File: config.mk
export PLATFORM = sky130hd
export DESIGN_NAME = alu_ccr_unit
export DESIGN_NICKNAME = d
export VERILOG_FILES = /design/src/rtl/ccr_pkg.sv /design/src/rtl/rst_sync.sv /design/src/rtl/alu_core.sv /design/src/rtl/ccr_reg.sv /design/src/rtl/irq_gate.sv /design/src/rtl/gpr_addr_gen.sv /design/src/rtl/alu_ccr_unit.sv
export SDC_FILE = /design/constraint.sdc
export NUM_CORES = 1
export LEC_CHECK = 0
export ABC_AREA = 1
export CAP_MARGIN = 20
export CELL_PAD_IN_SITES_DETAIL_PLACEMENT = 0
export CELL_PAD_IN_SITES_GLOBAL_PLACEMENT = 1
export CORE_MARGIN = 2
export CORE_UTILIZATION = 47
export DETAILED_ROUTE_END_ITERATION = 10
export DONT_BUFFER_PORTS = 1
export PLACE_DENSITY_LB_ADDON = 0.1
export SETUP_SLACK_MARGIN = 0.2
export SYNTH_ARGS = -nofsm -noshare
export SYNTH_HDL_FRONTEND = slang
export SYNTH_SLANG_ARGS = --single-unit
File: constraint.sdc
create_clock -name clk -period 4.6 [get_ports clk]
set_clock_uncertainty 0.1 [all_clocks]
set_input_delay 0.23 -clock clk [delete_from_list [all_inputs] [get_ports clk]]
set_output_delay 0.23 -clock clk [all_outputs]
set_load 0.05 [all_outputs]
File: src/rtl/ccr_pkg.sv
package ccr_pkg;
  localparam int LVL_W = 2;

  typedef enum logic [2:0] {
    OP_ADD  = 3'd0,
    OP_ADDC = 3'd1,
    OP_SUB  = 3'd2,
    OP_SUBC = 3'd3,
    OP_AND  = 3'd4,
    OP_OR   = 3'd5,
    OP_SHL  = 3'd6,
    OP_SHR  = 3'd7
  } alu_op_e;

  typedef struct packed {
    logic             h;
    logic             ie;
    logic [LVL_W-1:0] il;
    logic             n;
    logic             z;
    logic             v;
    logic             c;
  } ccr_t;

  typedef struct packed {
    logic h;
    logic n;
    logic z;
    logic v;
    logic c;
  } flag_set_t;

  localparam ccr_t CCR_RST = ccr_t'(8'h30);
endpackage

File: src/rtl/rst_sync.sv
module rst_sync #(
  parameter int STAGES = 2
) (
  input  logic clk,
  input  logic arst_n,
  output logic srst_n
);
  logic [STAGES-1:0] chain_q;

  always_ff @(posedge clk or negedge arst_n) begin
    if (!arst_n) chain_q <= '0;
    else         chain_q <= {chain_q[STAGES-2:0], 1'b1};
  end

  assign srst_n = chain_q[STAGES-1];
endmodule

File: src/rtl/alu_core.sv
module alu_core
  import ccr_pkg::*;
#(
  parameter int DW = 8
) (
  input  alu_op_e         op,
  input  logic [DW-1:0]   a,
  input  logic [DW-1:0]   b,
  input  logic            cin,
  output logic [DW-1:0]   res,
  output flag_set_t       flg,
  output flag_set_t       upd
);
  localparam int HB = DW / 2;

  logic [DW:0] wide;
  logic [HB:0] half;
  logic        cy;

  always_comb begin
    res  = '0;
    flg  = '0;
    upd  = '0;
    wide = '0;
    half = '0;
    cy   = (op == OP_ADDC || op == OP_SUBC) ? cin : 1'b0;
    case (op)
      OP_ADD, OP_ADDC: begin
        wide  = {1'b0, a} + {1'b0, b} + {{DW{1'b0}}, cy};
        half  = {1'b0, a[HB-1:0]} + {1'b0, b[HB-1:0]} + {{HB{1'b0}}, cy};
        res   = wide[DW-1:0];
        flg.c = wide[DW];
        flg.h = half[HB];
        flg.v = (a[DW-1] == b[DW-1]) && (wide[DW-1] != a[DW-1]);
        upd   = '1;
      end
      OP_SUB, OP_SUBC: begin
        wide  = {1'b0, a} - {1'b0, b} - {{DW{1'b0}}, cy};
        half  = {1'b0, a[HB-1:0]} - {1'b0, b[HB-1:0]} - {{HB{1'b0}}, cy};
        res   = wide[DW-1:0];
        flg.c = wide[DW];
        flg.h = half[HB];
        flg.v = (a[DW-1] != b[DW-1]) && (wide[DW-1] != a[DW-1]);
        upd   = '1;
      end
      OP_AND: begin
        res   = a & b;
        upd.n = 1'b1;
        upd.z = 1'b1;
      end
      OP_OR: begin
        res   = a | b;
        upd.n = 1'b1;
        upd.z = 1'b1;
      end
      OP_SHL: begin
        res   = {a[DW-2:0], 1'b0};
        flg.c = a[DW-1];
        upd.n = 1'b1;
        upd.z = 1'b1;
        upd.c = 1'b1;
      end
      OP_SHR: begin
        res   = {1'b0, a[DW-1:1]};
        flg.c = a[0];
        upd.n = 1'b1;
        upd.z = 1'b1;
        upd.c = 1'b1;
      end
      default: res = '0;
    endcase
    flg.n = res[DW-1];
    flg.z = (res == '0);
  end
endmodule

File: src/rtl/ccr_reg.sv
module ccr_reg
  import ccr_pkg::*;
(
  input  logic      clk,
  input  logic      rst_n,
  input  logic      op_en,
  input  flag_set_t flg,
  input  flag_set_t upd,
  input  logic      wr_en,
  input  ccr_t      wdata,
  output ccr_t      ccr_q
);
  ccr_t ccr_d;
  logic ld;

  assign ld = op_en | wr_en;

  always_comb begin
    ccr_d = ccr_q;
    if (wr_en) ccr_d = wdata;
    if (op_en) begin
      if (upd.h) ccr_d.h = flg.h;
      if (upd.n) ccr_d.n = flg.n;
      if (upd.z) ccr_d.z = flg.z;
      if (upd.v) ccr_d.v = flg.v;
      if (upd.c) ccr_d.c = flg.c;
    end
  end

  always_ff @(posedge clk or negedge rst_n) begin
    if (!rst_n)  ccr_q <= CCR_RST;
    else if (ld) ccr_q <= ccr_d;
  end


  ccr_idle_chk: assert property (@(posedge clk) disable iff (!rst_n)
    (!op_en && !wr_en) |=> $stable(ccr_q));


  ccr_prec_chk: assert property (@(posedge clk) disable iff (!rst_n)
    (op_en && wr_en && upd.c) |=> (ccr_q.c == $past(flg.c)));


  ccr_ctl_keep_chk: assert property (@(posedge clk) disable iff (!rst_n)
    (op_en && !wr_en) |=> (ccr_q.ie == $past(ccr_q.ie) && ccr_q.il == $past(ccr_q.il)));
endmodule

File: src/rtl/irq_gate.sv
module irq_gate #(
  parameter int LW = 2
) (
  input  logic          ie,
  input  logic [LW-1:0] cur_lvl,
  input  logic          req,
  input  logic [LW-1:0] req_lvl,
  output logic          ack
);
  localparam logic [LW-1:0] LVL_MIN = '1;

  assign ack = req & ie & (req_lvl < cur_lvl);

  always_comb begin

    if (ack) irq_gate_lvl_chk: assert (ie && req_lvl != LVL_MIN);
  end
endmodule

File: src/rtl/gpr_addr_gen.sv
module gpr_addr_gen #(
  parameter int                BANK_W = 5,
  parameter int                SEL_W  = 3,
  parameter int                ADDR_W = 16,
  parameter logic [ADDR_W-1:0] BASE   = 16'h0100
) (
  input  logic [BANK_W-1:0] bank,
  input  logic [SEL_W-1:0]  sel,
  output logic [ADDR_W-1:0] addr
);
  localparam int LOW_W = BANK_W + SEL_W;

  assign addr = {BASE[ADDR_W-1:LOW_W], bank, sel};
endmodule

File: src/rtl/alu_ccr_unit.sv
module alu_ccr_unit
  import ccr_pkg::*;
#(
  parameter int DW     = 8,
  parameter int BANK_W = 5,
  parameter int SEL_W  = 3,
  parameter int ADDR_W = 16
) (
  input  logic              clk,
  input  logic              rst_n,
  input  logic              op_en,
  input  logic [2:0]        op,
  input  logic [DW-1:0]     opnd_a,
  input  logic [DW-1:0]     opnd_b,
  output logic [DW-1:0]     result,
  input  logic              ccr_wr_en,
  input  logic [7:0]        ccr_wdata,
  output logic [7:0]        ccr_q,
  input  logic              irq_req,
  input  logic [LVL_W-1:0]  irq_lvl,
  output logic              irq_ack,
  input  logic [BANK_W-1:0] bank_ptr,
  input  logic [SEL_W-1:0]  opc_sel,
  output logic [ADDR_W-1:0] gpr_addr
);
  logic      srst_n;
  flag_set_t flg;
  flag_set_t upd;
  ccr_t      ccr;

  rst_sync #(.STAGES(2)) u_rst (
    .clk    (clk),
    .arst_n (rst_n),
    .srst_n (srst_n)
  );

  alu_core #(.DW(DW)) u_alu (
    .op  (alu_op_e'(op)),
    .a   (opnd_a),
    .b   (opnd_b),
    .cin (ccr.c),
    .res (result),
    .flg (flg),
    .upd (upd)
  );

  ccr_reg u_ccr (
    .clk   (clk),
    .rst_n (srst_n),
    .op_en (op_en),
    .flg   (flg),
    .upd   (upd),
    .wr_en (ccr_wr_en),
    .wdata (ccr_t'(ccr_wdata)),
    .ccr_q (ccr)
  );

  irq_gate #(.LW(LVL_W)) u_irq (
    .ie      (ccr.ie),
    .cur_lvl (ccr.il),
    .req     (irq_req),
    .req_lvl (irq_lvl),
    .ack     (irq_ack)
  );

  gpr_addr_gen #(
    .BANK_W (BANK_W),
    .SEL_W  (SEL_W),
    .ADDR_W (ADDR_W)
  ) u_gpr (
    .bank (bank_ptr),
    .sel  (opc_sel),
    .addr (gpr_addr)
  );

  assign ccr_q = ccr;


  zero_flag_chk: assert property (@(posedge clk) disable iff (!srst_n)
    op_en |=> (ccr.z == ($past(result) == '0)));


  neg_flag_chk: assert property (@(posedge clk) disable iff (!srst_n)
    op_en |=> (ccr.n == $past(result[DW-1])));
endmodule

==> flow_metrics.env <==
export IMPL_status="finished, final reports clean"
export IMPL_die_area_um2=5290
export IMPL_grt_ovfl_total=0
export IMPL_clk_latency_ps=230
export IMPL_crit_top_cell="nand2_1"
export IMPL_ys_warn_count=0
export IMPL_synthCells=370
export IMPL_grt_setup_unrepaired="no"
export IMPL_max_clock_freq_mhz=292
export IMPL_vias=2160
export IMPL_synth_flop_cell="dfrtp_1"
export IMPL_max_slew_margin_rel=0.622
export IMPL_synth_area_top_cells="nand2_1, ha_1, inv_1, dfrtp_1, nand3_1"
export IMPL_hold_viol_final=0
export IMPL_grt_pass1_vias=1960
export IMPL_path_buf_inv=3
export IMPL_hold_class="input port to flop"
export IMPL_power_total_uw=525
export IMPL_synth_top_cells_by_count="nand2_1, inv_1, nand3_1"
export IMPL_worstMarginPinSlew_ps=566
export IMPL_ys_ff_latch=10
export IMPL_crit_chain="nand3_1 -> fa_1 -> inv_1 -> ha_1 -> inv_1 -> nand2_1 -> nand2_1 -> nand2_1 -> nand2_1 -> nand2_1 -> nand2_1 -> nand3_1 -> nand2_1 -> nand2_1 -> inv_1"
export IMPL_crit_path_max_incr_delay_ps=680
export IMPL_worstSetupEndpointType="primary output"
export IMPL_dp_slack_ps=1270
export IMPL_antenna_found_initial=0
export IMPL_ys_types=34
export IMPL_setup_viol=0
export IMPL_ant_nets=0
export IMPL_die_h_um=72.8
export IMPL_post_cts_buffers=0
export IMPL_async_flop_share=1.00
export IMPL_clk_pin_slew_ps=50
export IMPL_ir_drop_uv=150
export IMPL_criticalPathCategory="flop to primary output"
export IMPL_holdPathStages=2
export IMPL_clockBufferDepth=2
export IMPL_drv_cap=0
export IMPL_initial_core_util=0.480
export IMPL_layout_nets=438
export IMPL_drcViolationCount=0
export IMPL_r2r_cells=11
export IMPL_gp_congestion=0.950
export IMPL_grt_max_degree=15
export IMPL_cp_start_kind="flop"
export IMPL_cp_data_arrival_time_ps=3090
export IMPL_min_period_ps=3420
export IMPL_final_util=0.480
export IMPL_crit_family="simple AND/OR/NAND/NOR gates"
export IMPL_io_pins=75
export IMPL_cp_max_fo=4
export IMPL_required_ps=4270
export IMPL_postSynthAreaPerCell_um2=6.01
export IMPL_hold_slack_ps=2.99
export IMPL_grt_pass1_wl_um=9490
export IMPL_setup_tns_ps=0
export IMPL_cts_resized=0
export IMPL_leakagePower_nw=1.32
export IMPL_coreArea_um2=4630
export IMPL_synth_most_common_cell="nand2_1"
export IMPL_critPathSlowestCell="dfrtp_1"
export IMPL_port_buffers=0
export IMPL_first_pass_iters=4
export IMPL_slew_violations=0
export IMPL_numClockSinks=10
export IMPL_drt_wl_total_um=5940
export IMPL_synth_top_area_frac=0.179
export IMPL_diodes=0
export IMPL_p_per_area_nw_per_um2=236
export IMPL_ys_seq_area_frac=0.114
export IMPL_grt_use_total=0.227
export IMPL_rows=25
export IMPL_area_delta_synth_final_pct=-0.0563
export IMPL_synth_top_area_cell="nand2_1"
export IMPL_period_share=0.744
export IMPL_cts_tree="built"
export IMPL_syn_area_um2=2220
export IMPL_drive_gt1_frac=0.0472
export IMPL_avgViaCountPerCell=5.22
export IMPL_finalWorstSetupSlack_ps=1180
export IMPL_h_tree_depth=1
export IMPL_die_w_um=72.8
export IMPL_dpl_hpwl_um=4970
export IMPL_wl_per_cell_um=14.4
export IMPL_synth_edff_count=0
export IMPL_root_buffer="clkbuf_8"
export IMPL_numCtsBuffers=3
export IMPL_crit_cells=15
export IMPL_drt_iter0_markers=169
## repair_timing
action / CTS / global route
endpoints found under the setup margin: 0 / 0
hold buffers: 2 / 0
endpoints found under the hold margin: 4 / 0
## sequential cells by signal (all words and copies together) (netlist names)
register	flops
u_ccr.ccr_q	8
u_rst.chain_q	2
## cell usage in the layout, fill, tap and decap left out, types with 2 or more instances in the layout
master | Yosys | final
nor2_2 | 2 | 2
nor2_1 | 27 | 27
inv_1 | 67 | 67
inv_2 | 4 | 4
fa_1 | 4 | 4
a21oi_1 | 11 | 11
ha_1 | 31 | 31
o211ai_1 | 2 | 2
o21bai_1 | 2 | 2
nand2_1 | 106 | 106
dlygate4sd3_1 | 0 | 2
dfrtp_1 | 8 | 8
dfstp_2 | 2 | 2
nand4_1 | 12 | 12
nand3_1 | 40 | 40
conb_1 | 2 | 9
clkbuf_8 | 0 | 4
nand3b_1 | 2 | 2
o21ai_0 | 12 | 12
## cell families (layout without fill, tap and decap cells)
logic type                 after synthesis  count (layout)  share of synthesized area
and+or+nand+nor                        193             193                      0.378
DFF                                     10              10                      0.114
AOI/OAI and AO/OA                       34              34                     0.0907
buffers and inverters                   95              78                      0.199
other                                    2               9                    0.00338
muxes                                    1               1                    0.00450
adders and majority gates               35              35                      0.211
## layout make-up
class | count | area [um^2]
Clock buffer | 4 | 55.1
Fill cell | 508 | 2410
Inverter | 72 | 273
Multi-Input combinational cell | 272 | 1550
Sequential cell | 10 | 253
Tap cell | 54 | 67.6
Timing Repair Buffer | 2 | 20.0
## per-layer routing
layer	part of all wire	GRT usage
met1	0.48	0.327
met2	0.46	0.379
met3	0.049	0.0262
met4	0.0037	0.0165
met5	0	0
## worst paths after layout
path / from / endpoint / slack (ps)
max: u_ccr.ccr_q[0] / result[7] / 1180
min: op_en / u_ccr.ccr_q[2] / 3
max reg2reg: u_ccr.ccr_q[0] / u_ccr.ccr_q[2] / 1270
min reg2reg: u_rst.chain_q[1] / u_ccr.ccr_q[6] / 30
max in group asynchronous: u_rst.chain_q[1] / u_ccr.ccr_q[4] / 4080
min in group asynchronous: u_rst.chain_q[1] / u_ccr.ccr_q[6] / 30
## through the flow
| step | instances | instance area [um^2] |
|---|---|---|
| after detailed placement | 408 | 2150 |
| after global placement | 408 | 2150 |
| after CTS | 414 | 2220 |
| after global routing | 414 | 2220 |
| final | 414 | 2220 |
| after floorplan | 377 | 2250 |
## power breakdown
part	internal, mW	switching, mW	leakage [nW]
combinational	0.0798	0.199	1.17
clock	0.0752	0.0341	0.0288
sequential	0.0983	0.0384	0.118
Note: power is estimated with default switching activity, not from simulation.
